[src/rtl/ssr_pkg.sv]
package ssr_pkg;
    localparam int BYTE_W = 8;

    localparam logic [1:0] ADDR_TXB = 2'd0;
    localparam logic [1:0] ADDR_RXB = 2'd1;
    localparam logic [1:0] ADDR_CTL = 2'd2;

    localparam int BIT_EXT  = 0;
    localparam int BIT_RTSE = 1;
    localparam int BIT_RXEN = 2;
    localparam int BIT_ISEL = 3;
    localparam int BIT_OCLR = 6;

    typedef struct packed {
        logic [BYTE_W-1:0] txbuf;
        logic [BYTE_W-1:0] rxbuf;
        logic              ext_sel;
        logic              rts_en;
        logic              rx_en;
        logic              irq_sel;
        logic              done;
        logic              ovr;
        logic              armed;
        logic              rts;
        logic              irq;
    } ssr_regs_t;
endpackage

[src/rtl/ssr_clk_unit.sv]
module ssr_clk_unit #(
    parameter int CLK_DIV = 4
) (
    input  logic clk,
    input  logic rst_n,
    input  logic ext_sel,
    input  logic run_int,
    input  logic ser_clk_in,
    input  logic ser_data_in,
    output logic sclk_out,
    output logic sample_tick,
    output logic data_sync
);
    localparam int DIV_W = $clog2(CLK_DIV + 1);
    localparam logic [DIV_W-1:0] DIV_LAST = DIV_W'(CLK_DIV - 1);

    typedef struct packed {
        logic [DIV_W-1:0] cnt;
        logic             sclk;
        logic [2:0]       csync;
        logic [1:0]       dsync;
    } clk_regs_t;

    clk_regs_t q, d;
    logic      int_rise;
    logic      ext_rise;

    always_comb begin
        d        = q;
        int_rise = 1'b0;
        d.csync  = {q.csync[1:0], ser_clk_in};
        d.dsync  = {q.dsync[0], ser_data_in};
        if (!run_int) begin
            d.cnt  = '0;
            d.sclk = 1'b1;
        end else if (q.cnt == DIV_LAST) begin
            d.cnt    = '0;
            d.sclk   = ~q.sclk;
            int_rise = ~q.sclk;
        end else begin
            d.cnt = q.cnt + 1'b1;
        end
        ext_rise = q.csync[1] & ~q.csync[2];
    end

    always_ff @(posedge clk or negedge rst_n) begin
        if (!rst_n) begin
            q.cnt   <= '0;
            q.sclk  <= 1'b1;
            q.csync <= '0;
            q.dsync <= '0;
        end else begin
            q <= d;
        end
    end

    assign sclk_out    = q.sclk;
    assign sample_tick = ext_sel ? ext_rise : int_rise;
    assign data_sync   = q.dsync[1];
endmodule

[src/rtl/ssr_shifter.sv]
module ssr_shifter #(
    parameter int DATA_W = 8
) (
    input  logic              clk,
    input  logic              rst_n,
    input  logic              clear,
    input  logic              tick,
    input  logic              bit_in,
    output logic              frame_done,
    output logic [DATA_W-1:0] frame_byte
);
    localparam int CNT_W = $clog2(DATA_W);
    localparam logic [CNT_W-1:0] CNT_LAST = CNT_W'(DATA_W - 1);

    typedef struct packed {
        logic [DATA_W-1:0] sh;
        logic [CNT_W-1:0]  cnt;
    } sh_regs_t;

    sh_regs_t q, d;

    always_comb begin
        d          = q;
        frame_done = 1'b0;
        frame_byte = {bit_in, q.sh[DATA_W-1:1]};
        if (clear) begin
            d.cnt = '0;
        end else if (tick) begin
            d.sh = frame_byte;
            if (q.cnt == CNT_LAST) begin
                d.cnt      = '0;
                frame_done = 1'b1;
            end else begin
                d.cnt = q.cnt + 1'b1;
            end
        end
    end

    always_ff @(posedge clk or negedge rst_n) begin
        if (!rst_n) q <= '0;
        else        q <= d;
    end
endmodule

[src/rtl/sync_serial_rx.sv]
module sync_serial_rx
    import ssr_pkg::*;
#(
    parameter int CLK_DIV = 4
) (
    input  logic              clk,
    input  logic              rst_n,
    input  logic              ser_clk_in,
    input  logic              ser_data_in,
    output logic              ser_clk_out,
    output logic              rts_o,
    output logic              rx_irq,
    input  logic              cpu_sel,
    input  logic              cpu_wr,
    input  logic              cpu_rd,
    input  logic [1:0]        cpu_addr,
    input  logic [BYTE_W-1:0] cpu_wdata,
    output logic [BYTE_W-1:0] cpu_rdata
);
    ssr_regs_t q, d;

    logic              tick;
    logic              gated_tick;
    logic              data_s;
    logic              frame_done;
    logic [BYTE_W-1:0] frame_byte;
    logic              wr_en;
    logic              rd_en;
    logic              done_kept;

    ssr_clk_unit #(.CLK_DIV(CLK_DIV)) i_clk_unit (
        .clk         (clk),
        .rst_n       (rst_n),
        .ext_sel     (q.ext_sel),
        .run_int     (q.armed & ~q.ext_sel),
        .ser_clk_in  (ser_clk_in),
        .ser_data_in (ser_data_in),
        .sclk_out    (ser_clk_out),
        .sample_tick (tick),
        .data_sync   (data_s)
    );

    assign gated_tick = tick & q.armed & q.rx_en;

    ssr_shifter #(.DATA_W(BYTE_W)) i_shifter (
        .clk        (clk),
        .rst_n      (rst_n),
        .clear      (~q.rx_en),
        .tick       (gated_tick),
        .bit_in     (data_s),
        .frame_done (frame_done),
        .frame_byte (frame_byte)
    );

    always_comb begin
        d         = q;
        d.irq     = 1'b0;
        wr_en     = cpu_sel & cpu_wr;
        rd_en     = cpu_sel & cpu_rd;
        done_kept = q.done;

        if (rd_en && cpu_addr == ADDR_RXB) begin
            d.done    = 1'b0;
            d.rts     = 1'b0;
            done_kept = 1'b0;
        end

        if (frame_done) begin
            d.armed = 1'b0;
            if (done_kept) begin
                d.ovr = 1'b1;
            end else begin
                d.rxbuf = frame_byte;
                d.done  = 1'b1;
                d.irq   = ~q.irq_sel;
            end
        end

        if (wr_en && cpu_addr == ADDR_TXB) begin
            d.txbuf = cpu_wdata;
            if (q.rx_en) begin
                d.armed = 1'b1;
                if (q.ext_sel && q.rts_en) d.rts = 1'b1;
            end
        end

        if (wr_en && cpu_addr == ADDR_CTL) begin
            d.ext_sel = cpu_wdata[BIT_EXT];
            d.rts_en  = cpu_wdata[BIT_RTSE];
            d.rx_en   = cpu_wdata[BIT_RXEN];
            d.irq_sel = cpu_wdata[BIT_ISEL];
            if (cpu_wdata[BIT_OCLR]) d.ovr = 1'b0;
            if (!cpu_wdata[BIT_RTSE]) d.rts = 1'b0;
            if (!cpu_wdata[BIT_RXEN]) begin
                d.armed = 1'b0;
                d.ovr   = 1'b0;
                d.rts   = 1'b0;
            end
        end
    end

    always_ff @(posedge clk or negedge rst_n) begin
        if (!rst_n) q <= '0;
        else        q <= d;
    end

    always_comb begin
        case (cpu_addr)
            ADDR_TXB: cpu_rdata = q.txbuf;
            ADDR_RXB: cpu_rdata = q.rxbuf;
            ADDR_CTL: cpu_rdata = {2'b00, q.ovr, q.done, q.irq_sel,
                                   q.rx_en, q.rts_en, q.ext_sel};
            default:  cpu_rdata = '0;
        endcase
    end

    assign rts_o  = q.rts;
    assign rx_irq = q.irq;
endmodule

[config.mk]
export PLATFORM = sky130hd
export DESIGN_NAME = sync_serial_rx
export DESIGN_NICKNAME = d
export VERILOG_FILES = /design/src/rtl/ssr_pkg.sv /design/src/rtl/ssr_clk_unit.sv /design/src/rtl/ssr_shifter.sv /design/src/rtl/sync_serial_rx.sv
export SDC_FILE = /design/constraint.sdc
export NUM_CORES = 1
export LEC_CHECK = 0
export ABC_CLOCK_PERIOD_IN_PS = 1700
export BUFFER_PORTS_ARGS = -buffer_cell sky130_fd_sc_hd__buf_2
export CORE_UTILIZATION = 50
export DETAILED_ROUTE_END_ITERATION = 8
export MAX_ROUTING_LAYER = met4
export PLACE_DENSITY = 0.75
export SYNTH_ARGS = -nofsm -noshare
export SYNTH_HDL_FRONTEND = slang
export SYNTH_SLANG_ARGS = --single-unit
[constraint.sdc]
create_clock -name clk -period 1.7 [get_ports clk]
set_input_delay 0.34 -clock clk [delete_from_list [all_inputs] [get_ports clk]]
set_output_delay 0.34 -clock clk [all_outputs]
set_load 0.005 [all_outputs]
==> summary.md <==
| Metric | Value |
|---|---|
| Area delta synth->final | `22.2%` |
| GRT Total Usage | `22.8%` |
| Worst Hold Class | `primary input to flop` |
| Syn avg cell area | `13.6 um^2` |
| Antenna viol nets, final | `0` |
| DRC | `0` |
| Dpl ws | `0.0420 ns` |
| Initial Util | `51.9%` |
| Post-synth cell types | `33` |
| Setup_tns | `0 ns` |
| Arrival time of the worst setup path | `1.81 ns` |
| Clk sinks | `44` |
| Cell area after layout | `0.00232 mm^2` |
| Routed WL | `3870 um` |
| Crit share post-route | `95.8%` |
| Vias in the first global route | `1343` |
| Share of cells above drive strength 1 | `45.7%` |
| TritonCTS clock tree | `done` |
| Relative slew slack | `67.4%` |
| Synth async-reset ratio | `100%` |
| RSZ-0062 raised after global routing | `no` |
| Clk_skew | `0.00974 ns` |
| Register area share after synthesis | `58.0%` |
| Critical path startpoint category | `flop` |
| Final Hold Slack | `0.146 ns` |
| WL/cell | `16.7 um` |
| Die area | `0.00405 mm^2` |
| Multi-input logic area | `779 um^2` |
| Final HPWL DP | `2820 um` |
| Die span in y | `63.7 um` |
| GPL Wtd Cong | `0.769` |
| Core area | `0.00366 mm^2` |
| CP Max Fanout | `8` |
| CP max stage cell | `dfrtp_1` |
| # rows | `22` |
| Crit end category | `flop` |
| Ant diodes | `0` |
| Dominant synthesized flop cell | `dfrtp_1` |
| Post-layout util | `63.5%` |
| Leak | `1.14 nW` |
| Starting DRT DRC Count | `33` |
| Setup CP Type | `flop to flop` |
| Post-Synthesis Cells | `140` |
| Final setup viols | `0` |
| Most common cell after layout, fill and taps aside | `dfrtp_1` |
| I/O Pins | `28` |
| Critical Path, Cell by Cell | `ha_2, nor3b_2, a32o_2, nand3_4, mux2_2` |
| Clock transition at path regs | `0.07 ns` |
| Nets | `203` |
| Maximum VDD drop | `623 uV` |
| H-tree level count | `2` |
| Port Buffers | `27` |
| Global route total overflow | `0` |
| Min Tclk post-route | `1.63 ns` |
| Status | `completed` |
| Setup ws final | `0.0721 ns` |
| Seq cells post-synth | `44` |
| CP max stage delay | `0.39 ns` |
| Chip Width | `63.7 um` |
| Placed Area | `0.00218 mm^2` |
| First-pass GRT wire length | `6510 um` |
| Clock tree buffer depth | `2` |
| Syn nets | `160` |
| Share of the synthesized area in the top cell type | `56.6%` |
| Root Buffer | `clkbuf_8` |
| Post-synth EDFFs | `0` |
| Largest net degree at the start of global routing | `26` |
| WP buf/inv | `0` |
| Final hold vios | `0` |
| Power density cells | `1040 mW/mm^2` |
| DR vias | `1232` |
| Synth Cell Area | `0.00190 mm^2` |
| Vias per cell | `5.31` |
| Dominant cells by area after synthesis | `dfrtp_1 57%, mux2_2 16%, mux2i_1 5.8%` |
| Slew Viols, Final | `0` |
| CTS buffer count | `5` |
| Filler cell count | `285` |
| Max-cap violations | `0` |
| Sequential standard cell area | `0.00110 mm^2` |
| Fmax | `614 MHz` |
| Crit path required time | `1.88 ns` |
| Most frequent cells in the layout | `43 x dfrtp_1, 27 x mux2_2, 27 x buf_2` |
| Cell taking the most area after synthesis | `dfrtp_1` |
| Initial antenna violation count | `0` |
| Synth Warn # | `0` |
| Worst Max-Slew Pin Slew | `0.489 ns` |
| Worst skew pair latency | `0.30 ns` |
| DRT Pass-1 Iters | `4` |
| Top delay family on crit path | `flip-flops` |
logic make-up (layout without fill, tap and decap cells):
logic type	count (synthesis)	in the layout	share of synthesized area (%)
simple gates	36	36	12.0
xor+xnor	1	1	0.461
buf+inv	4	48	1.25
compound gates	14	14	4.61
mux	38	38	21.8
fa+ha+maj	3	3	1.97
flops	44	44	58.0
power breakdown:
part	switching (W)	internal, W	leakage (nW)
Clock	0.000350	0.000518	0.0645
Sequential	0.0000762	0.00115	0.572
Combinational	0.000139	0.000181	0.505
layer usage:
layer  GRT usage [%]  wire, um  part of all wire, %  vias to the layer above
li1                -         -                    -                      582
met1            27.9      1730                   45                      607
met2            35.8      1900                   49                       36
met3            5.62       178                  4.6                        7
met4            9.94        58                  1.5                        0
met5               -         0                    0                        -
flip-flops by register name, summed over array words and instances (netlist names):
register / cells
i_shifter.frame_byte: 7
i_clk_unit.q: 4
q: 23
i_clk_unit.sclk_out: 1
rts_o: 1
i_clk_unit.data_sync: 1
rx_irq: 1
i_clk_unit.d: 3
i_shifter.q: 3
cells in the mapped netlist, types with 2 or more instances:
library cell	count
a21oi_1	3
mux2i_1	11
nor2b_1	5
nand2_1	11
dfrtp_1	43
and2_1	2
nor2_1	4
and3b_2	2
ha_1	3
o21ai_0	6
nand4b_1	2
mux2_2	27
final cells by class:
type / count / area share, %
sequential: 44 / 47.4
multi-input combinational: 92 / 33.5
timing repair buffer: 39 / 10.9
clock buffer: 7 / 4.14
tap: 48 / 2.58
clock inverter: 1 / 1.29
inverter: 1 / 0.161
through the flow:
stage,std cells,total power [W]
after detailed placement,223,0.00157
after floorplan,140,0.00141
after global routing,232,0.00253
final,232,0.00242
after global placement,223,0.00154
after CTS,232,0.00244
path summary, 6_finish.rpt:
kind                            depth (start not counted)                             end                       from  slack, ns
max in group asynchronous                               3  i_clk_unit.data_sync$_DFF_PN0_                      rst_n       0.68
min in group asynchronous                               2                 rts_o$_DFF_PN0_                      rst_n       0.52
worst min-delay path                                    1       i_clk_unit.d[1]$_DFF_PN0_                ser_data_in       0.15
worst max-delay path                                    5               q[15]$_DFFE_PN0P_  i_clk_unit.q[6]$_DFF_PN0_       0.07
worst min register to register                          0  i_clk_unit.data_sync$_DFF_PN0_  i_clk_unit.d[1]$_DFF_PN0_       0.35
worst max register to register                          5               q[15]$_DFFE_PN0P_  i_clk_unit.q[6]$_DFF_PN0_       0.07
what timing repair did:
| action | 4_1_cts | 5_1_grt |
|---|---|---|
| setup endpoints to repair | 0 | 16 |
| hold endpoints to repair | 4 | 0 |
| setup buffers | 0 | 0 |
| resized for setup | 0 | 2 |
| hold buffers | 1 | 0 |
Note: power is estimated with default switching activity, not from simulation.
